===== src/rtl/i2c_reg_pkg.sv =====
package i2c_reg_pkg;

    localparam int REG_AW = 16;
    localparam int DW     = 8;
    localparam logic [3:0] ACK_SLOT = 4'd8;
    localparam logic [3:0] END_SLOT = 4'd9;
    localparam logic [4:0] DEV_HI   = 5'b11000;

    typedef enum logic [2:0] {
        PH_IDLE,
        PH_DEV,
        PH_AHI,
        PH_ALO,
        PH_WR,
        PH_RD
    } phase_e;

    typedef struct packed {
        logic start;
        logic stop;
        logic rise;
        logic fall;
    } bus_ev_t;

    function automatic logic [6:0] strap_to_dev(input logic [1:0] strap);
        logic [1:0] low2;
        low2 = strap - 2'd1;
        return {DEV_HI, low2};
    endfunction

endpackage


===== src/rtl/i2c_line_filter.sv =====
module i2c_line_filter #(
    parameter int FILT_LEN = 3
) (
    input  logic clk,
    input  logic rst,
    input  logic raw,
    output logic filt
);
    logic [1:0]          sync_q;
    logic [FILT_LEN-1:0] hist_q;

    always_ff @(posedge clk) begin
        if (rst) begin
            sync_q <= '1;
            hist_q <= '1;
            filt   <= 1'b1;
        end else begin
            sync_q <= {sync_q[0], raw};
            hist_q <= {hist_q[FILT_LEN-2:0], sync_q[1]};
            if (&hist_q)
                filt <= 1'b1;
            else if (~|hist_q)
                filt <= 1'b0;
        end
    end
endmodule


===== src/rtl/i2c_bus_events.sv =====
module i2c_bus_events
    import i2c_reg_pkg::*;
(
    input  logic    clk,
    input  logic    rst,
    input  logic    scl_f,
    input  logic    sda_f,
    output bus_ev_t ev
);
    logic scl_q, sda_q;

    always_ff @(posedge clk) begin
        if (rst) begin
            scl_q <= 1'b1;
            sda_q <= 1'b1;
        end else begin
            scl_q <= scl_f;
            sda_q <= sda_f;
        end
    end

    always_comb begin
        ev.start = scl_f & scl_q & sda_q & ~sda_f;
        ev.stop  = scl_f & scl_q & ~sda_q & sda_f;
        ev.rise  = scl_f & ~scl_q;
        ev.fall  = ~scl_f & scl_q;
    end
endmodule


===== src/rtl/i2c_tgt_engine.sv =====
module i2c_tgt_engine
    import i2c_reg_pkg::*;
(
    input  logic              clk,
    input  logic              rst,
    input  logic              enable,
    input  logic [6:0]        dev_addr,
    input  bus_ev_t           ev,
    input  logic              sda_f,
    output logic              sda_oe,
    output logic [REG_AW-1:0] reg_addr,
    output logic [DW-1:0]     reg_wdata,
    output logic              reg_we,
    input  logic [DW-1:0]     reg_rdata
);
    phase_e       st;
    logic [3:0]   bitcnt;
    logic [DW-1:0] shreg;
    logic         rw;
    logic         host_nack;

    always_ff @(posedge clk) begin
        if (rst || !enable) begin
            st        <= PH_IDLE;
            bitcnt    <= '0;
            shreg     <= '0;
            rw        <= 1'b0;
            host_nack <= 1'b0;
            sda_oe    <= 1'b0;
            reg_addr  <= '0;
            reg_wdata <= '0;
            reg_we    <= 1'b0;
        end else begin
            reg_we <= 1'b0;
            if (ev.start) begin
                st     <= PH_DEV;
                bitcnt <= '0;
                sda_oe <= 1'b0;
            end else if (ev.stop) begin
                st     <= PH_IDLE;
                sda_oe <= 1'b0;
            end else if (st != PH_IDLE) begin
                if (ev.rise) begin
                    bitcnt <= bitcnt + 4'd1;
                    if (bitcnt < ACK_SLOT && st != PH_RD)
                        shreg <= {shreg[DW-2:0], sda_f};
                    if (bitcnt == ACK_SLOT)
                        host_nack <= sda_f;
                end else if (ev.fall) begin
                    if (bitcnt == ACK_SLOT) begin
                        unique case (st)
                            PH_DEV: begin
                                if (shreg[7:1] == dev_addr) begin
                                    sda_oe <= 1'b1;
                                    rw     <= shreg[0];
                                end else begin
                                    st <= PH_IDLE;
                                end
                            end
                            PH_AHI: begin
                                reg_addr[15:8] <= shreg;
                                sda_oe         <= 1'b1;
                            end
                            PH_ALO: begin
                                reg_addr[7:0] <= shreg;
                                sda_oe        <= 1'b1;
                            end
                            PH_WR: begin
                                reg_wdata <= shreg;
                                reg_we    <= 1'b1;
                                sda_oe    <= 1'b1;
                            end
                            default: sda_oe <= 1'b0;
                        endcase
                    end else if (bitcnt == END_SLOT) begin
                        bitcnt <= '0;
                        sda_oe <= 1'b0;
                        unique case (st)
                            PH_DEV: begin
                                if (rw) begin
                                    st       <= PH_RD;
                                    shreg    <= reg_rdata;
                                    sda_oe   <= ~reg_rdata[7];
                                    reg_addr <= reg_addr + 1'b1;
                                end else begin
                                    st <= PH_AHI;
                                end
                            end
                            PH_AHI: st <= PH_ALO;
                            PH_ALO: st <= PH_WR;
                            PH_WR:  reg_addr <= reg_addr + 1'b1;
                            PH_RD: begin
                                if (host_nack) begin
                                    st <= PH_IDLE;
                                end else begin
                                    shreg    <= reg_rdata;
                                    sda_oe   <= ~reg_rdata[7];
                                    reg_addr <= reg_addr + 1'b1;
                                end
                            end
                            default: st <= PH_IDLE;
                        endcase
                    end else if (st == PH_RD && bitcnt != 4'd0) begin
                        shreg  <= {shreg[DW-2:0], 1'b0};
                        sda_oe <= ~shreg[DW-2];
                    end
                end
            end
        end
    end
endmodule


===== src/rtl/i2c_reg_target.sv =====
module i2c_reg_target
    import i2c_reg_pkg::*;
#(
    parameter int FILT_LEN = 3
) (
    input  logic              clk,
    input  logic              rst,
    input  logic              strap_b1,
    input  logic              strap_b0,
    input  logic              scl_i,
    input  logic              sda_i,
    output logic              sda_oe,
    output logic              spi_sel,
    output logic [REG_AW-1:0] reg_addr,
    output logic [DW-1:0]     reg_wdata,
    output logic              reg_we,
    input  logic [DW-1:0]     reg_rdata
);
    localparam int NLINES = 2;

    logic [1:0]        strap_q;
    logic [NLINES-1:0] line_raw;
    logic [NLINES-1:0] line_filt;
    logic              scl_f, sda_f;
    bus_ev_t           ev;

    always_ff @(posedge clk) begin
        if (rst)
            strap_q <= {strap_b1, strap_b0};
    end

    assign spi_sel  = (strap_q == 2'b00);
    assign line_raw = {scl_i, sda_i};

    for (genvar g = 0; g < NLINES; g++) begin : g_line
        i2c_line_filter #(.FILT_LEN(FILT_LEN)) u_filt (
            .clk  (clk),
            .rst  (rst),
            .raw  (line_raw[g]),
            .filt (line_filt[g])
        );
    end

    assign scl_f = line_filt[1];
    assign sda_f = line_filt[0];

    i2c_bus_events u_ev (
        .clk   (clk),
        .rst   (rst),
        .scl_f (scl_f),
        .sda_f (sda_f),
        .ev    (ev)
    );

    i2c_tgt_engine u_eng (
        .clk       (clk),
        .rst       (rst),
        .enable    (~spi_sel),
        .dev_addr  (strap_to_dev(strap_q)),
        .ev        (ev),
        .sda_f     (sda_f),
        .sda_oe    (sda_oe),
        .reg_addr  (reg_addr),
        .reg_wdata (reg_wdata),
        .reg_we    (reg_we),
        .reg_rdata (reg_rdata)
    );
endmodule


===== config.mk =====
export PLATFORM = sky130hd
export DESIGN_NAME = i2c_reg_target
export DESIGN_NICKNAME = d
export VERILOG_FILES = /design/src/rtl/i2c_reg_pkg.sv /design/src/rtl/i2c_line_filter.sv /design/src/rtl/i2c_bus_events.sv /design/src/rtl/i2c_tgt_engine.sv /design/src/rtl/i2c_reg_target.sv
export SDC_FILE = /design/constraint.sdc
export NUM_CORES = 1
export LEC_CHECK = 0
export BUFFER_PORTS_ARGS = -buffer_cell sky130_fd_sc_hd__buf_4
export CAP_MARGIN = 25
export CORE_UTILIZATION = 45
export DETAILED_ROUTE_END_ITERATION = 6
export GPL_ROUTABILITY_DRIVEN = 0
export SYNTH_ARGS = -nofsm -noshare
export SYNTH_HDL_FRONTEND = slang
export SYNTH_SLANG_ARGS = --single-unit

===== constraint.sdc =====
create_clock -name clk -period 2.7 [get_ports clk]
set_clock_uncertainty 0.2 [all_clocks]
set_input_delay 0.27 -clock clk [delete_from_list [all_inputs] [get_ports clk]]
set_output_delay 0.27 -clock clk [all_outputs]
set_load 0.02 [all_outputs]

== Yosys cells after proc, flatten, opt, wreduce, memory -nomap -nowiden ==
Cells that the tools add are included.

* Flip-flop bits (word level): 59
* Word-level logic and storage cells: 147

* $add $sub $neg: 3
* $lt $le $gt $ge: 1
* Equal/unequal tests: 28
* Multiplexer cells: 41
* Bitwise operators: 19
* Reduce and logical (&&, ||, !) cells: 35

{| class="wikitable"
|+ Operators by type and width
! kind !! count
|-
| $mux 8 || 10
|-
| $mux 16 || 4
|-
| $pmux 16 s3 || 1
|-
| $reduce_and 10->1 || 3
|-
| $reduce_and 8->1 || 3
|-
| $mux 3 || 6
|-
| $add 16x1->16 const B || 1
|-
| $mux 4 || 4
|-
| $ne 4x4->1 const B || 4
|-
| $pmux 8 s2 || 1
|-
| $pmux 3 s5 || 1
|-
| $reduce_and 5->1 || 3
|-
| $reduce_bool 3->1 || 5
|-
| $mux 1 || 12
|-
| $not 1->1 || 12
|-
| $reduce_bool 4->1 || 3
|-
| $reduce_or 3->1 || 4
|-
| $ne 2x2->1 const B || 5
|-
| $ne 3x1->1 const B || 3
|-
| $ne 3x3->1 const B || 3
|-
| $eq 4x4->1 const B || 2
|-
| $ne 4x3->1 const B || 2
|-
| $and 1x1->1 || 7
|-
| $eq 7x7->1 || 1
|-
| other kinds (17) || 27
|}

== Depth between registers and ports, before layout ==
* Word-level depth: 10
* Mapped depth: 10

== Cells and area by module ==
Synthesis repeated with hierarchy kept, for this count alone.

* Cells, all modules: 382
* Area total of the unflattened synthesis: 3261.9 um^2

{| class="wikitable"
|+ Modules (own cells, without submodules)
! module !! times used !! cells an instance !! area each (um^2) !! seq. area each (um^2)
|-
| i2c_tgt_engine || 1 || 334 || 2728.9 || 860.8
|-
| i2c_line_filter || 2 || 15 || 170.2 || 120.1
|-
| i2c_reg_target || 1 || 10 || 107.6 || 60.1
|-
| i2c_bus_events || 1 || 8 || 85.1 || 40.0
|}

== Worst setup path after synthesis ==
Ideal clock, no wire load.

* Path type: reg2reg
* Start point: reg u_eng.bitcnt[0]
* End point: reg u_eng.st[1]
* Library setup time: 0.117 ns
* Arrival time: 1.958 ns
* Data required time: 2.383 ns
* Path slack: 0.425 ns
* Cell stages (with the launch flop): 9
* Path buffers: 1
* Cells stage by stage: dfxtp_1 -> inv_1 -> ha_1 -> and3b_1 -> clkbuf_1 -> or4b_4 -> o31ai_4 -> o31ai_1 -> a32o_1

* Word-level cells in the longest chain between the ends: 3
* Elaborated cells on any way between the ends: 9
* Those cells by class: 6 x eq/ne; 1 x mux; 2 x reduce/logical

{| class="wikitable"
|+ RTL lines
! element !! RTL line !! RTL
|-
| from (decl) || i2c_tgt_engine.sv:17 || <nowiki>logic [3:0] bitcnt;</nowiki>
|-
| from (signal assigned) || i2c_tgt_engine.sv:44 || <nowiki>bitcnt <= bitcnt + 4'd1;</nowiki>
|-
| $eq 4x4->1, on equally long branches || i2c_tgt_engine.sv:50, i2c_tgt_engine.sv:75 ||
|-
| $ne 3x1->1 (no line) (tied with other cells) || - ||
|-
| $reduce_and 8->1 (no line) || - ||
|-
| to (signal assigned) || i2c_tgt_engine.sv:40 || <nowiki>st <= PH_IDLE;</nowiki>
|-
| to (signal assigned) || i2c_tgt_engine.sv:57 || <nowiki>st <= PH_IDLE;</nowiki>
|-
| to (signal assigned) || i2c_tgt_engine.sv:81 || <nowiki>st <= PH_RD;</nowiki>
|-
| to (decl) || i2c_tgt_engine.sv:16 || <nowiki>phase_e st;</nowiki>
|}

Parallel ways exist; a longest one is shown, timed or not.
A chain may end at the register's enable or synchronous reset.

== Worst setup path in the final report ==
* Start point: reg u_eng.bitcnt[0]
* End point: reg u_eng.reg_addr[2]

* Word-level cells in the longest chain between the ends: 3
* Elaborated cells on any way between the ends: 9
* Those cells by class: 5 x eq/ne; 1 x mux; 3 x reduce/logical

{| class="wikitable"
|+ RTL lines
! element !! RTL line !! RTL
|-
| $eq 4x4->1, on equally long branches || i2c_tgt_engine.sv:50, i2c_tgt_engine.sv:75 ||
|-
| $ne 3x3->1 (no line) (tied with other cells) || - ||
|-
| $reduce_and 10->1 (no line) || - ||
|-
| to (signal assigned) || i2c_tgt_engine.sv:65 || <nowiki>reg_addr[7:0] <= shreg;</nowiki>
|-
| to (signal assigned) || i2c_tgt_engine.sv:84 || <nowiki>reg_addr <= reg_addr + 1'b1;</nowiki>
|-
| to (signal assigned) || i2c_tgt_engine.sv:91 || <nowiki>PH_WR: reg_addr <= reg_addr + 1'b1;</nowiki>
|-
| to (decl) || i2c_tgt_engine.sv:11 || <nowiki>output logic [REG_AW-1:0] reg_addr,</nowiki>
|}

Parallel ways exist; a longest one is shown, timed or not.

==> results.sh <==
export IMPL_outcome="finished clean"
export IMPL_core_mm2=0.006907
export IMPL_start_util_pct=47.16
export IMPL_drc_errors=0
export IMPL_vias_per_cell=5.844
export IMPL_critical_path_cell_count=6
export IMPL_worst_pin_slew_ns=0.6818
export IMPL_worst_ep_arrival_time_ns=2.42
export IMPL_route_vias_total=3074
export IMPL_layout_drive_gt1_share_pct=20.93
export IMPL_netlist_top_cells_area="sky130_fd_sc_hd__dfxtp_1 (35%), sky130_fd_sc_hd__a21oi_1 (5.7%), sky130_fd_sc_hd__nor2_1 (4.0%), sky130_fd_sc_hd__mux2i_1 (3.4%), sky130_fd_sc_hd__nand2_1 (3.1%)"
export IMPL_critPathSlowestCell="sky130_fd_sc_hd__nor4_2"
export IMPL_layout_area_seq_mm2=0.001201
export IMPL_sequential_fraction_of_the_synthesis_area_pct=36.88
export IMPL_port_buffer_count=40
export IMPL_clock_tree_root_cell="sky130_fd_sc_hd__clkbuf_8"
export IMPL_start_kind="register"
export IMPL_number_of_standard_cell_rows_in_the_floorplan=30
export IMPL_overflow=0
export IMPL_floorplan_die_width_um=87.08
export IMPL_holdCritPathClass="primary input to register"
export IMPL_worstSkewPairLatency_ns=0.34
export IMPL_min_delay_path_depth=3
export IMPL_final_routed_wirelength_um=8629
export IMPL_n_antenna_cell=0
export IMPL_grt_util_all_layers_pct=24.68
export IMPL_drv_cap=0
export IMPL_multi_input_comb_area_mm2=0.001917
export IMPL_yosys_area_top_type_share_pct=35.04
export IMPL_crit_required_ns=2.73
export IMPL_critical_path_top_delay_family="compound AO/OA/AOI/OAI gates"
export IMPL_critical_path_peak_fanout=11
export IMPL_yosys_cell_types_count=62
export IMPL_drtAntennaViolNets=0
export IMPL_die_area_mm2=0.007582
export IMPL_totalNegativeSetupSlack_ns=0
export IMPL_rsz_0062_raised_after_global_routing="false"
export IMPL_post_layout_net_count=447
export IMPL_die_height_um=87.08
export IMPL_routed_wire_length_per_instance_um=16.40
export IMPL_syn_avg_cell_area_um2=8.481
export IMPL_maximum_vdd_drop_uv=461.6
export IMPL_clock_tree_from_tritoncts="yes"
export IMPL_r2r_worst_path_cells=6
export IMPL_ys_seq_elements=59
export IMPL_synth_ff_type="sky130_fd_sc_hd__dfxtp_1"
export IMPL_yosys_area_top_type="sky130_fd_sc_hd__dfxtp_1"
export IMPL_timing_setup_critical_path_class="register to register"
export IMPL_cts_post_setup_buffers_inserted=0
export IMPL_grt_max_degree=33
export IMPL_first_global_vias=2920
export IMPL_final_max_slew_violation_count=0
export IMPL_syn_nets=406
export IMPL_netlist_area_mm2=0.003257
export IMPL_report_final_hold_viol_count=0
export IMPL_yosys_warnings=0
export IMPL_post_synth_top_count_cell="sky130_fd_sc_hd__dfxtp_1"
export IMPL_grt_pass1_wl_um=14430
export IMPL_grt_antenna_before_repair=0
export IMPL_detail_route_iter0_violations=276
export IMPL_h_tree_depth=3
export IMPL_postSynth_asyncResetShare_pct=0
export IMPL_cp_num_buf_inv=1
export IMPL_numPlacedInstances=506
export IMPL_max_freq_ghz=0.4182
export IMPL_areaGrowthSynthToFinish_pct=19.09
export IMPL_ios=41
export IMPL_endpoint_kind="register"
export IMPL_drt_pre_antenna_iters=5
export IMPL_max_clock_path_buffers=2
export IMPL_finalCritPeriodShare_pct=88.56
export IMPL_layout_cells_excl_fill=526
export IMPL_synth_cells_most_frequent="sky130_fd_sc_hd__dfxtp_1 (57), sky130_fd_sc_hd__a21oi_1 (37), sky130_fd_sc_hd__nor2_1 (35)"
export IMPL_timing_critical_path_cells="inv_1 -> ha_1 -> nor4_2 -> o211a_1 -> o21ai_0 -> a32o_1"
export IMPL_synth_enable_flop_cells=2
export IMPL_syn_instance_count=384
export IMPL_number_of_setup_violations_in_the_final_report=0
export IMPL_clkTransAtPathRegs_ns=0.06
export IMPL_min_period_ns=2.391
export IMPL_leakage_nw=1.450
export IMPL_clock_sinks=59
export IMPL_nFillCells=681
export IMPL_max_stage_delay_ns=0.48
export IMPL_cts_buffers=9
export IMPL_cellPowerDensity_mw_per_mm2=447.1
export IMPL_detailed_place_hpwl_um=5883
export IMPL_timing_max_slew_rel_slack_pct=54.24
-- cells in the final DEF, fill, tap and decap left out, types with 8 or more instances in the layout --
cell                       count
sky130_fd_sc_hd__a21oi_1      37
sky130_fd_sc_hd__buf_4        50
sky130_fd_sc_hd__clkbuf_8     13
sky130_fd_sc_hd__dfxtp_1      57
sky130_fd_sc_hd__ha_1          8
sky130_fd_sc_hd__mux2i_1      11
sky130_fd_sc_hd__nand2_1      27
sky130_fd_sc_hd__nand3_1      10
sky130_fd_sc_hd__nand3b_1      8
sky130_fd_sc_hd__nor2_1       35
sky130_fd_sc_hd__nor2b_1      11
sky130_fd_sc_hd__nor3_1       13
sky130_fd_sc_hd__o21ai_0      16
sky130_fd_sc_hd__or2_2        13
-- routing by layer --
metal / routed length [um] / global-route usage, % / part of all wire, %
met1: 4316 / 35.71 / 50
met2: 3795 / 36.94 / 44
met3: 396 / 3.223 / 4.6
met4: 119 / 9.848 / 1.4
met5: 0 / 0 / 0
-- what timing repair did --
item,in CTS,in global routing
hold endpoints to repair,4,0
gates resized for setup,0,0
hold buffers,4,0
-- path summary, 6_finish.rpt --
path | startpoint | end | slack (ns)
worst max-delay path | u_eng.bitcnt[0] | u_eng.reg_addr[2] | 0.31
worst min-delay path | reg_rdata[2] | u_eng.shreg[2] | 0.03
worst max register to register | u_eng.bitcnt[0] | u_eng.reg_addr[2] | 0.31
worst min register to register | g_line[1].u_filt.sync_q[1] | g_line[1].u_filt.hist_q[0] | 0.20
-- per-stage QoR --
stage          total power, W  utilization, %  hold slack [ns]  area (um2)  setup WS, ns
3_3_place_gp        0.0009623           52.70           0.1909        3640        0.3729
5_1_grt              0.001799           56.16          0.03754        3879        0.1522
4_1_cts              0.001755           56.16          0.01182        3879        0.3264
6_report             0.001734           56.16          0.02718        3879        0.3089
3_5_place_dp        0.0009620           52.70           0.1971        3640        0.3359
2_1_floorplan       0.0009333               -           0.1689        3257        0.4250
-- logic make-up (layout without fill, tap and decap cells) --
group / count (synthesis) / in the layout / share of synthesized area [%]
simple gates: 164 / 164 / 28.77
compound gates: 108 / 108 / 22.82
buf+inv: 31 / 77 / 4.265
flops: 59 / 59 / 36.88
mux: 11 / 11 / 3.381
xor+xnor: 3 / 3 / 0.8069
fa+ha+maj: 8 / 8 / 3.073
-- layout make-up --
class                      instances  share of cell area [%]
multi-input combinational        294                   49.42
sequential                        59                   30.97
timing repair buffer              54                   10.71
clock buffer                      13                   4.613
tap                               96                   3.097
inverter                           7                  0.6774
clock inverter                     3                  0.5161
-- worst reg2reg max path: stages, from the launching register on --
cell	delay, ns
sky130_fd_sc_hd__dfxtp_1	0.42
sky130_fd_sc_hd__inv_1	0.07
sky130_fd_sc_hd__ha_1	0.27
sky130_fd_sc_hd__nor4_2	0.48
sky130_fd_sc_hd__o211a_1	0.43
sky130_fd_sc_hd__o21ai_0	0.14
sky130_fd_sc_hd__a32o_1	0.27
-- where the power goes --
part	switching, W	total, W	leakage (nW)	internal, W
registers	0.00000283	0.000885	0.480	0.000882
clock network	0.000355	0.000787	0.0977	0.000432
logic	0.0000353	0.0000625	0.872	0.0000271
total	0.000394	0.00173	1.45	0.00134
-- sequential cells by signal, indices dropped and copies added (netlist names), 2 cells and up --
register,flops
g_line.u_filt.filt,2
u_eng.st,3
u_eng.reg_wdata,8
g_line.u_filt.sync_q,4
u_eng.reg_addr,16
u_eng.bitcnt,4
g_line.u_filt.hist_q,6
strap_q,2
u_eng.shreg,8
(Power assumes the default switching activity.)
